### config.mk
export PLATFORM = sky130hd
export DESIGN_NAME = phase_nsq
export DESIGN_NICKNAME = d
export VERILOG_FILES = /design/src/rtl/pq_pkg.sv /design/src/rtl/pq_ramp_acc.sv /design/src/rtl/pq_rounder.sv /design/src/rtl/pq_err_fb.sv /design/src/rtl/phase_nsq.sv
export SDC_FILE = /design/constraint.sdc
export NUM_CORES = 1
export LEC_CHECK = 0
export ABC_AREA = 1
export BUFFER_PORTS_ARGS = -buffer_cell sky130_fd_sc_hd__buf_2
export CAP_MARGIN = 20
export CORE_MARGIN = 4
export CORE_UTILIZATION = 40
export CTS_CLUSTER_DIAMETER = 40
export CTS_CLUSTER_SIZE = 14
export DETAILED_ROUTE_END_ITERATION = 7
export PLACE_DENSITY = 0.54
export SLEW_MARGIN = 30
export SYNTH_ARGS = -nofsm -noshare
export SYNTH_HDL_FRONTEND = slang
export SYNTH_SLANG_ARGS = --single-unit
### constraint.sdc
create_clock -name clk -period 6.12 [get_ports clk]
set_input_delay 1.53 -clock clk [delete_from_list [all_inputs] [get_ports clk]]
set_output_delay 1.53 -clock clk [all_outputs]
set_load 0.05 [all_outputs]
### src/rtl/pq_pkg.sv
package pq_pkg;
   localparam int PQ_IN_W_DEF  = 16;
   localparam int PQ_IDX_W_DEF = 5;

   typedef enum logic {
      PQ_SRC_DIRECT = 1'b0,
      PQ_SRC_RAMP   = 1'b1
   } pq_src_e;
endpackage

### src/rtl/pq_ramp_acc.sv
module pq_ramp_acc #(
   parameter int IN_W     = 16,
   parameter bit HAS_RAMP = 1'b1
) (
   input  logic            clk,
   input  logic            rst,
   input  logic            adv,
   input  logic            ramp_en,
   input  logic [IN_W-1:0] ramp_step,
   input  logic [IN_W-1:0] in_phase,
   output logic [IN_W-1:0] eff_phase
);
   import pq_pkg::*;

   generate
      if (HAS_RAMP) begin : g_ramp
         logic [IN_W-1:0] acc;
         pq_src_e         src;

         assign src       = ramp_en ? PQ_SRC_RAMP : PQ_SRC_DIRECT;
         assign eff_phase = (src == PQ_SRC_RAMP) ? in_phase + acc : in_phase;

         always_ff @(posedge clk) begin
            if (rst) begin
               acc <= '0;
            end else if (adv) begin
               if (src == PQ_SRC_RAMP) acc <= acc + ramp_step;
               else                    acc <= '0;
            end
         end

         // a direct-mode sample returns the accumulator to zero
         assert_acc_clear_R6: assert property (@(posedge clk) disable iff (rst)
            (adv && !ramp_en) |=> (acc == '0));
         // idle cycles leave the accumulator untouched
         assert_acc_hold_R7: assert property (@(posedge clk) disable iff (rst)
            !adv |=> $stable(acc));
      end else begin : g_direct
         assign eff_phase = in_phase;
      end
   endgenerate
endmodule

### src/rtl/pq_rounder.sv
module pq_rounder #(
   parameter int IN_W  = 16,
   parameter int IDX_W = 5,
   localparam int FRAC_W = IN_W - IDX_W,
   localparam int RES_W  = FRAC_W + 1
) (
   input  logic [IN_W-1:0]         loop_word,
   output logic [IDX_W-1:0]        sel_idx,
   output logic signed [RES_W-1:0] residue
);
   localparam logic [IN_W-1:0]  HALF_W = IN_W'(1) << (FRAC_W - 1);
   localparam logic [RES_W-1:0] HALF_R = RES_W'(1) << (FRAC_W - 1);

   logic [IN_W-1:0] biased;

   always_comb begin
      biased  = loop_word + HALF_W;
      sel_idx = biased[IN_W-1:FRAC_W];
      residue = $signed(HALF_R - {1'b0, biased[FRAC_W-1:0]});
   end
endmodule

### src/rtl/pq_err_fb.sv
module pq_err_fb #(
   parameter int IN_W  = 16,
   parameter int RES_W = 12
) (
   input  logic                    clk,
   input  logic                    rst,
   input  logic                    adv,
   input  logic signed [RES_W-1:0] res_now,
   output logic [IN_W-1:0]         fb_word
);
   localparam int FB_W = RES_W + 2;
   localparam logic signed [RES_W-1:0] RES_HI = RES_W'(1) << (RES_W - 2);

   logic signed [RES_W-1:0] res_d1, res_d2;
   logic signed [FB_W-1:0]  fb_n;

   always_ff @(posedge clk) begin
      if (rst) begin
         res_d1 <= '0;
         res_d2 <= '0;
      end else if (adv) begin
         res_d1 <= res_now;
         res_d2 <= res_d1;
      end
   end

   always_comb begin
      fb_n    = {res_d1[RES_W-1], res_d1, 1'b0} - {{2{res_d2[RES_W-1]}}, res_d2};
      fb_word = {{(IN_W-FB_W){fb_n[FB_W-1]}}, fb_n};
   end

   // the stored residue stays within half a step of the chosen phase
   assert_residue_range_R3: assert property (@(posedge clk) disable iff (rst)
      (res_d1 <= RES_HI) && (res_d1 > -RES_HI));
   // idle cycles leave the feedback delay line untouched
   assert_fb_hold_R7: assert property (@(posedge clk) disable iff (rst)
      !adv |=> ($stable(res_d1) && $stable(res_d2)));
endmodule

### src/rtl/phase_nsq.sv
module phase_nsq #(
   parameter int IN_W     = pq_pkg::PQ_IN_W_DEF,
   parameter int IDX_W    = pq_pkg::PQ_IDX_W_DEF,
   parameter bit HAS_RAMP = 1'b1,
   localparam int ERR_W   = IN_W - IDX_W + 2
) (
   input  logic             clk,
   input  logic             rst,
   input  logic             in_valid,
   input  logic [IN_W-1:0]  in_phase,
   input  logic             ramp_en,
   input  logic [IN_W-1:0]  ramp_step,
   output logic             out_valid,
   output logic [IDX_W-1:0] out_index,
   output logic [ERR_W-1:0] out_err
);
   localparam int FRAC_W = IN_W - IDX_W;
   localparam int RES_W  = FRAC_W + 1;
   localparam int ERR_LIM = (2 << FRAC_W) - 2;

   generate
      if (IDX_W < 3 || IDX_W > IN_W - 4) begin : g_bad_idx
         $error("phase_nsq: IDX_W must lie in 3..IN_W-4");
      end
   endgenerate

   logic [IN_W-1:0]         eff_phase;
   logic [IN_W-1:0]         fb_word;
   logic [IN_W-1:0]         loop_word;
   logic [IDX_W-1:0]        q_idx;
   logic signed [RES_W-1:0] q_res;
   logic [IN_W-1:0]         diff;

   pq_ramp_acc #(.IN_W(IN_W), .HAS_RAMP(HAS_RAMP)) u_ramp (
      .clk(clk), .rst(rst), .adv(in_valid), .ramp_en(ramp_en),
      .ramp_step(ramp_step), .in_phase(in_phase), .eff_phase(eff_phase)
   );

   pq_rounder #(.IN_W(IN_W), .IDX_W(IDX_W)) u_round (
      .loop_word(loop_word), .sel_idx(q_idx), .residue(q_res)
   );

   pq_err_fb #(.IN_W(IN_W), .RES_W(RES_W)) u_fb (
      .clk(clk), .rst(rst), .adv(in_valid), .res_now(q_res), .fb_word(fb_word)
   );

   always_comb begin
      loop_word = eff_phase - fb_word;
      diff      = {q_idx, {FRAC_W{1'b0}}} - eff_phase;
   end

   always_ff @(posedge clk) begin
      if (rst) begin
         out_valid <= 1'b0;
         out_index <= '0;
         out_err   <= '0;
      end else begin
         out_valid <= in_valid;
         if (in_valid) begin
            out_index <= q_idx;
            out_err   <= diff[ERR_W-1:0];
         end
      end
   end

   // the circular difference always fits the narrowed error port
   assert_err_fits_R4: assert property (@(posedge clk) disable iff (rst)
      in_valid |-> ((diff[IN_W-1:ERR_W-1] == '0) || (diff[IN_W-1:ERR_W-1] == '1)));
   // one-cycle latency from accepted sample to output strobe
   assert_valid_latency_R2: assert property (@(posedge clk) disable iff (rst)
      in_valid |=> out_valid);
   assert_no_spurious_valid_R2: assert property (@(posedge clk) disable iff (rst)
      !in_valid |=> !out_valid);
   // outputs hold across idle cycles
   assert_hold_outputs_R7: assert property (@(posedge clk) disable iff (rst)
      !in_valid |=> ($stable(out_index) && $stable(out_err)));
   // reported error bounded by the second-order shaping limit
   assert_err_bound_R8: assert property (@(posedge clk) disable iff (rst)
      out_valid |-> (($signed(out_err) <= ERR_LIM) && ($signed(out_err) >= -ERR_LIM)));
endmodule

Word-level counts from Yosys, hierarchy flattened --
Cells that the tools add are included.
Word-level totals: register bits 59, input port bits 36, output and inout port bits 19, word-level logic and storage cells 16
Operators by class: add/sub/neg operators 7, multiplexer cells 3
Operators with widths (count):
- 16-bit adder | 2
- 16-bit two-way mux | 2
- 16-bit by 11-bit adder with 16-bit output, second input constant | 1
- 16-bit subtractor | 1
- 13-bit by 12-bit subtractor with 14-bit output | 1
- 13-bit subtractor | 1
- 11-bit by 11-bit subtractor with 12-bit output, first input constant | 1
- 1-bit two-way mux | 1

Longest topological paths before layout --
Gate-level depths: netlist of run 1.
word-level depth 5, mapped depth 26, depth with buffers taken out 26

By module --
A second synthesis of run 1 with hierarchy kept.
Second synthesis, totals: cell total of the unflattened synthesis 1044, area total of the unflattened synthesis 6219.7 um^2
Modules (own cells, without submodules):
- pq_ramp_acc | times used 1, cells each 421, area an instance 2444.8 um^2, sequential area each 320.3 um^2
- phase_nsq | times used 1, cells each 312, area an instance 1838.0 um^2, sequential area each 380.4 um^2
- pq_err_fb | times used 1, cells each 246, area an instance 1602.8 um^2, sequential area each 480.5 um^2
- pq_rounder | times used 1, cells each 65, area an instance 334.1 um^2, sequential area each 0.0 um^2

Least setup slack after synthesis of run 1 --
No wires, ideal clock.
path type input-to-reg, start point in in_phase[0], end point reg out_err[12], setup time 0.118 ns, data arrival time 4.736 ns, required time 6.002 ns, setup slack 1.266 ns, stages 23, path buffers 0, path through ha_1 -> fa_1 -> nand2_1 -> o21ai_0 -> ha_1 -> ha_1 -> inv_1 -> fa_1 -> inv_1 -> nand3_1 -> nand2_1 -> nand2_1 -> o211ai_2 -> a21oi_1 -> xor2_1 -> ha_1 -> inv_1 -> a21oi_1 -> nand3_1 -> nand3_1 -> nand2_1 -> nor2_1 -> nor2_1
On the way: longest elaborated chain between the ends 5
Ends and longest elaborated chain:
- from (decl) | RTL line phase_nsq.sv:10 | input logic [IN_W-1:0] in_phase,
- 16-bit adder | RTL line pq_ramp_acc.sv:21 | assign eff_phase = (src == PQ_SRC_RAMP) ? in_phase + acc : in_phase;
- 16-bit two-way mux (*) | RTL line pq_ramp_acc.sv:21
- 16-bit subtractor (*) | RTL line phase_nsq.sv:48 | loop_word = eff_phase - fb_word;
- 16-bit by 11-bit adder with 16-bit output (*) | RTL line pq_rounder.sv:17 | biased = loop_word + HALF_W;
- named net q_idx[0] | RTL line phase_nsq.sv:30 | logic [IDX_W-1:0] q_idx;
- 13-bit subtractor (*) | RTL line phase_nsq.sv:49 | diff = {q_idx, {FRAC_W{1'b0}}} - eff_phase;
- to (signal assigned) | RTL line phase_nsq.sv:61 | out_err <= diff[ERR_W-1:0];
- to (decl) | RTL line phase_nsq.sv:15 | output logic [ERR_W-1:0] out_err
Mark *: on every way through the listed nets, which the timed path passes. The rest lies on a longest branch. A chain may end at the register's enable or synchronous reset.

Final worst setup path of run 1 --
Ends and elaborated chain as after synthesis.

==> flow_summary.ini, run 1 <==
[synth]
synth_area_leader_cell = dfxtp_1
yosys_register_bits = 59
ys_async_sr_fraction_pct = 0
syn_area_um2 = 5850
synth_ff_type = dfxtp_1
syn-num-nets = 991
synth_top_area_share_pct = 20.2
synth_edf_count = 0
avgSynthCellArea_um2 = 6.67
synth_area_leaders = dfxtp_1 20%, ha_1 16%, nand2_1 12%, inv_1 8.6%, a21oi_1 7.4%
syn_inst = 877
synth.distinct_cells = 48
yosysSeqAreaShare_pct = 20.2
yosys_warnings = 0

[pwr]
powerDensity_nw_per_um2 = 524
p_int_mw = 1.65
p_total_mw = 3.40
peakVddDrop_v = 0.000257
p_comb_share_pct = 71.9
clockPowerShare_pct = 13.5
p_leak_nw = 3.42
seqPwrFrac_pct = 14.6
switching_power_mw = 1.74
switching_share_pct = 51.3

[placement]
placed_cell_area_um2 = 6240
dp_slack_ns = 0.774
dp_hpwl_um = 11000
port_buffers = 54
place.gp.congestion = 0.801

[clocking]
ctsResizeCount = 0
cts_tree = done
clockRootBuffer = clkbuf_16
cts_setup_buffers = 0
cts.path.max_buffers = 2
cts_hold_buf = 0
clock_latency_ns = 0.34
clkSlewWorstSetupHoldPaths_ns = 0.05
cts.sinks = 59
htree_levels = 3
numCtsBuffers = 9

[run_status]
status = completed

[routing]
drtAntennaViolNets = 0
dr_total_vias = 5447
drtIter0Drc = 237
drt-vias-per-instance = 4.93
dr.pass1.iters = 5
drt-total-wl_um = 14100
route.detailed.drc = 0
post_drt_wl_per_cell_um = 12.8

[cells_and_area]
drive_gt1_share_pct = 12.6
n_antenna_cell = 0
multi_input_area_um2 = 4030
final_common_cell = nand2_1
nNetsFinal = 1037
fillers = 1511
final_cell_mix = 183 x nand2_1, 134 x inv_1, 87 x a21oi_1
syn_to_final_growth_pct = 11.0
final_util_pct = 46.1
final_area_um2 = 6490
final-seq-area_um2 = 1180

[die]
start_util_pct = 41.5
die_area_um2 = 16600
dieHeight_um = 129
num_rows = 43
coreArea_um2 = 14100
io_pins = 55
die_w_um = 129

[critical_path]
start_kind = input pin
path_class = in2reg
cp.required_ns = 6.35
path_buf_inv = 2
cp-end-kind = flop
cpMaxStageDelayCell = fa_1
cp_slowest_stage_delay_ns = 0.46
critPathMostFrequentCell = nand2_1
critPathMaxFanout = 5
worst_ep_arrival_time_ns = 5.21
cp_top_family = adder cells

[sta]
final-setup-viol-count = 0
timing_hold_violations_final = 0
worst_slack_ns = 1.14
tightest_slew_ns = 0.802
slew_viol_final = 0
max_slew_margin_pct = 46.5
finClkSkew_ns = 0.00673
tns_ns = 0
rsz0062_at_grt = false
period_minus_slack_ns = 4.98
fmax_mhz = 201
fin_crit_sh_pct = 81.3

[worst_hold_path]
hp-class = reg2reg

[grt]
grt_pass1_wl_um = 24500
antenna_found_initial = 0
grt_pass1_vias = 5295
grt.total_usage_pct = 18.2
grt_max_degree = 58
grt.overflow.total = 0

[job]
maxCapViolations = 0
synthesized netlist by cell type (3+ instances only):
| cell type | count |
|---|---|
| fa_1 | 4 |
| o21ai_1 | 4 |
| nand3b_1 | 5 |
| a21o_1 | 3 |
| ha_1 | 74 |
| xnor2_1 | 7 |
| nor2_2 | 4 |
| a31oi_1 | 6 |
| nand3_2 | 7 |
| o21ai_2 | 3 |
| nand3_1 | 54 |
| clkbuf_8 | 3 |
| clkbuf_1 | 14 |
| o21bai_1 | 5 |
| o211ai_1 | 5 |
| nor2_1 | 67 |
| o21ai_0 | 62 |
| nor3_1 | 6 |
| or2_2 | 5 |
| xor2_2 | 3 |
| nand2_2 | 9 |
| inv_1 | 134 |
| nand4_1 | 8 |
| dfxtp_1 | 59 |
| nor2_4 | 3 |
| xor2_1 | 28 |
| a21oi_1 | 87 |
| nand2_1 | 183 |
layer usage:
| layer | part of all wire, % | global-route usage, % |
|---|---|---|
| met5 | 0 | 0 |
| met4 | 2.3 | 7.23 |
| met3 | 3.3 | 2.66 |
| met2 | 47 | 30.9 |
| met1 | 47 | 23.1 |
worst reg2reg max path, stage by stage, from the launching register on:
cell      delay, ns
dfxtp_1        0.30
inv_1          0.05
ha_1           0.35
a21oi_1        0.18
o21ai_0        0.16
nand2_1        0.09
nand3_1        0.17
a31oi_1        0.22
xor2_1         0.24
ha_1           0.27
ha_1           0.37
nand2_1        0.12
nor2_1         0.05
nand2_1        0.07
o211ai_2       0.10
a21oi_1        0.25
xor2_1         0.13
ha_1           0.31
inv_1          0.06
a21oi_1        0.11
nand3_1        0.10
nand3_1        0.08
nand2_1        0.05
nor2_1         0.10
nor2_1         0.04
stage by stage:
| stage | instances | hold slack (ns) |
|---|---|---|
| 5_1_grt | 1104 | 0.489 |
| 6_report | 1104 | 0.461 |
| 3_3_place_gp | 1092 | 0.456 |
| 4_1_cts | 1104 | 0.466 |
| 3_5_place_dp | 1092 | 0.458 |
| 2_1_floorplan | 877 | 0.440 |
cell type report:
type | count | share of cell area [%]
clock buffer | 12 | 3.95
inverter | 136 | 7.86
timing repair buffer | 57 | 4.51
multi-input combinational | 660 | 62.0
sequential | 59 | 18.2
tap | 180 | 3.47
path summary, 6_finish.rpt:
kind | slack [ns] | endpoint | startpoint | cells after the start
max | 1.14 | out_err[12] | in_phase[0] | 26
min | 0.46 | u_fb.res_d2[3] | u_fb.res_d2[3] | 2
max reg2reg | 2.06 | out_err[12] | u_fb.res_d2[2] | 24
min reg2reg | 0.46 | u_fb.res_d2[3] | u_fb.res_d2[3] | 2
power by group through the flow:
stage                     sequential (mW)  clock [mW]  combinational (mW)
after floorplan                     0.580           0                1.92
after global placement              0.502           0                2.45
after detailed placement            0.502           0                2.44
after CTS                           0.495       0.476                2.47
after global routing                0.503       0.488                2.83
final                               0.495       0.460                2.44
state kept, by name, summed over array words and instances (netlist names):
signal and flops:
out_err 13, out_index 5, out_valid 1, u_fb.res_d1 12, u_fb.res_d2 12, u_ramp.g_ramp.acc 16
kinds of logic (layout without fill, tap and decap cells):
group,after synthesis,in the layout,synth area share [%]
adder cells (fa/ha/maj),78,78,17.2
AND/OR/NAND/NOR,357,357,27.3
flip-flops,59,59,20.2
XOR/XNOR,40,40,6.63
buffers and inverters,158,205,11.0
AO/OA/AOI/OAI,185,185,17.7
(Power assumes the default switching activity.)
==> run 2: changes to the inputs <==
--- a/config.mk
+++ b/config.mk
@@ -5,7 +5,7 @@
 export SDC_FILE = /design/constraint.sdc
 export NUM_CORES = 1
 export LEC_CHECK = 0
-export ABC_AREA = 1
+export ABC_AREA = 0
 export BUFFER_PORTS_ARGS = -buffer_cell sky130_fd_sc_hd__buf_2
 export CAP_MARGIN = 20
 export CORE_MARGIN = 4
@@ -13,7 +13,7 @@
 export CTS_CLUSTER_DIAMETER = 40
 export CTS_CLUSTER_SIZE = 14
 export DETAILED_ROUTE_END_ITERATION = 7
-export PLACE_DENSITY = 0.54
+export PLACE_DENSITY = 0.56
 export SLEW_MARGIN = 30
 export SYNTH_ARGS = -nofsm -noshare
 export SYNTH_HDL_FRONTEND = slang
==> constraint.sdc (replaced) <==
create_clock -name clk -period 4.4 [get_ports clk]
set_input_delay 1.1 -clock clk [delete_from_list [all_inputs] [get_ports clk]]
set_output_delay 1.1 -clock clk [all_outputs]
set_load 0.05 [all_outputs]
==> flow_summary.ini, run 2 <==
[run_status]
status = finished with violations
violations = setup timing

[sta]
rsz0062_at_grt = true
timing_hold_violations_final = 0
slew_viol_final = 0
max_slew_margin_pct = 47.8
tightest_slew_ns = 0.780
finClkSkew_ns = 0.00567
fin_crit_sh_pct = 104
hold_ws_ns = 0.484
final-setup-viol-count = 6
fmax_mhz = 220
tns_ns = -0.617
period_minus_slack_ns = 4.55
worst_slack_ns = -0.155

[die]
start_util_pct = 41.3
dieHeight_um = 125
die_w_um = 125
io_pins = 55
die_area_um2 = 15700
coreArea_um2 = 13300
num_rows = 42

[critical_path]
cp_top_family = compound AO/OA/AOI/OAI gates
cp.required_ns = 4.65
cp_slowest_stage_delay_ns = 0.38
critPathMaxFanout = 3
critPathMostFrequentCell = ha_4
cp-startpoint = in_phase[0]
critical_path_depth = 19
path_class = in2reg
cp-end-kind = flop
start_kind = input pin
path_cells = buf_8 > ha_4 > fa_2 > a211oi_4 > buf_4 > o21ai_2 > a211oi_2 > xnor2_1 > a21o_1 > inv_2 > ha_4 > inv_2 > ha_4 > or3_1 > a311oi_2 > nor2_1 > xnor2_2 > xnor3_1 > a211oi_1
worst_ep_arrival_time_ns = 4.80
reg2reg_depth = 16
crit_path_end = out_err[12]
path_buf_inv = 4
cpMaxStageDelayCell = fa_2
ff2ff_setup_slack_ns = 0.08
r2r_start = u_fb.res_d2[1]
r2r_end = out_err[12]

[clocking]
clock_latency_ns = 0.34
cts.sinks = 59
cts_tree = done
clockRootBuffer = clkbuf_16
cts.path.max_buffers = 2
htree_levels = 3
numCtsBuffers = 9
clkSlewWorstSetupHoldPaths_ns = 0.05

[grt]
grt.total_usage_pct = 18.1
grt_max_degree = 39
grt_pass1_vias = 5005
antenna_found_initial = 0
grt.overflow.total = 0
grt_pass1_wl_um = 23600

[placement]
port_buffers = 54
dp_slack_ns = -0.715
dp_hpwl_um = 10900
place.gp.congestion = 0.809
placed_cell_area_um2 = 6830

[cells_and_area]
drive_gt1_share_pct = 33.6
final_cell_mix = 114 x buf_4, 79 x nor2_1, 59 x dfxtp_1
n_antenna_cell = 0
largestRegisters = u_ramp.g_ramp.acc x16, out_err x13
syn_to_final_growth_pct = 38.4
largest_register_ffs = 16
final_area_um2 = 7630
regMostFlops = u_ramp.g_ramp.acc
final_common_cell = buf_4
nNetsFinal = 942

[synth]
yosysMostFrequentCell = nor2_1
synth-simple-area-share_pct = 18.6
synth.area.mux_share_pct = 5.54
yosys_warnings = 0
synth_top_area_share_pct = 21.4
avgSynthCellArea_um2 = 8.26
synth_area_leaders = dfxtp_1 21%, ha_1 17%, nor2_1 5.4%, xnor2_1 5.4%, mux2i_1 4.7%
yosysSeqAreaShare_pct = 21.4
synth.distinct_cells = 71
yosys_register_bits = 59
synth_ff_type = dfxtp_1
ys_top_cells_by_count = 80 x nor2_1, 74 x ha_1, 59 x dfxtp_1, 43 x a21oi_1, 38 x inv_1
synth-adder-area-share_pct = 18.3
syn_inst = 667
synth_area_leader_cell = dfxtp_1
syn_area_um2 = 5510
syn-num-nets = 781
synthXorXnorAreaFrac_pct = 8.76
synth_compound_area_share_pct = 22.8
ys_async_sr_fraction_pct = 0
synth_top_family_by_area = compound AO/OA/AOI/OAI gates
synth_edf_count = 0

[routing]
dr.pass1.iters = 4
drtAntennaViolNets = 0
drt-vias-per-instance = 5.23
post_drt_wl_per_cell_um = 14.0
dr_total_vias = 5281
drtIter0Drc = 174
drt-total-wl_um = 14200
route.detailed.drc = 0

[pwr]
p_total_mw = 7.19
powerDensity_nw_per_um2 = 942
p_leak_nw = 3.46
peakVddDrop_v = 0.000648

[job]
maxCapViolations = 0

[worst_hold_path]
hp-class = reg2reg
## run 2: what timing repair did
item	in CTS	in global routing
endpoints found under the hold margin	0	0
setup buffers	6	11
resized for setup	25	44
setup endpoints to repair	10	10
pin swaps	25	28
hold buffers	0	0
## run 2: layout make-up
class | count | area, um2
clock buffer | 14 | 264
fill | 1244 | 5720
clock inverter | 2 | 10.0
tap | 176 | 220
sequential | 59 | 1180
multi-input combinational | 544 | 4580
timing repair buffer | 174 | 1220
inverter | 40 | 150
## run 2: stage by stage
step | cells | util [%]
floorplan | 667 | -
global placement | 977 | 51.2
detailed placement | 977 | 51.2
CTS | 999 | 54.7
global route | 1009 | 57.2
finish | 1009 | 57.2
## run 2: power by group
| part | total [mW] | leakage [nW] | switching, mW | internal (mW) |
|---|---|---|---|---|
| Clock | 0.656 | 0.137 | 0.246 | 0.410 |
| Sequential | 0.684 | 0.485 | 0.0554 | 0.629 |
| Combinational | 5.85 | 2.84 | 2.64 | 3.21 |
| Total | 7.19 | 3.46 | 2.94 | 4.25 |
## run 2: how the worst min path moves through the flow
| stage | start | to | slack [ns] | cells after the start |
|---|---|---|---|---|
| final | out_err[9] | out_err[9] | 0.48 | 2 |
| after global routing | out_err[9] | out_err[9] | 0.51 | 2 |
| after CTS | out_err[9] | out_err[9] | 0.49 | 2 |
| after detailed placement | u_fb.res_d1[11] | u_fb.res_d1[11] | 0.48 | 2 |
| after global placement | out_index[3] | out_index[3] | 0.47 | 2 |
| after floorplan | u_fb.res_d1[11] | u_fb.res_d1[11] | 0.46 | 2 |
## run 2: logic make-up after synthesis
group,Yosys count
AO/OA/AOI/OAI,181
AND/OR/NAND/NOR,203
adder cells (fa/ha/maj),78
multiplexers,30
flip-flops,59
XOR/XNOR,52
buffers and inverters,64
## run 2: worst register-to-register path, cell delays in order, from the launching register on
cell,delay [ns]
dfxtp_1,0.38
inv_1,0.06
ha_1,0.27
nor2b_1,0.14
o31a_1,0.26
or4_1,0.47
a41o_1,0.30
o21ai_0,0.21
xor2_1,0.19
ha_1,0.26
ha_1,0.24
or3_1,0.33
a311oi_2,0.27
nor2_1,0.13
xnor2_2,0.19
xnor3_1,0.33
a211oi_1,0.21
## run 2: per-layer routing
metal / vias to the layer above / share of wire (%) / global-route usage, %
li1: 2755 / - / -
met1: 2441 / 48 / 24.4
met2: 71 / 48 / 29.4
met3: 14 / 3.2 / 4.56
met4: 0 / 0.93 / 3.95
met5: - / 0 / 0
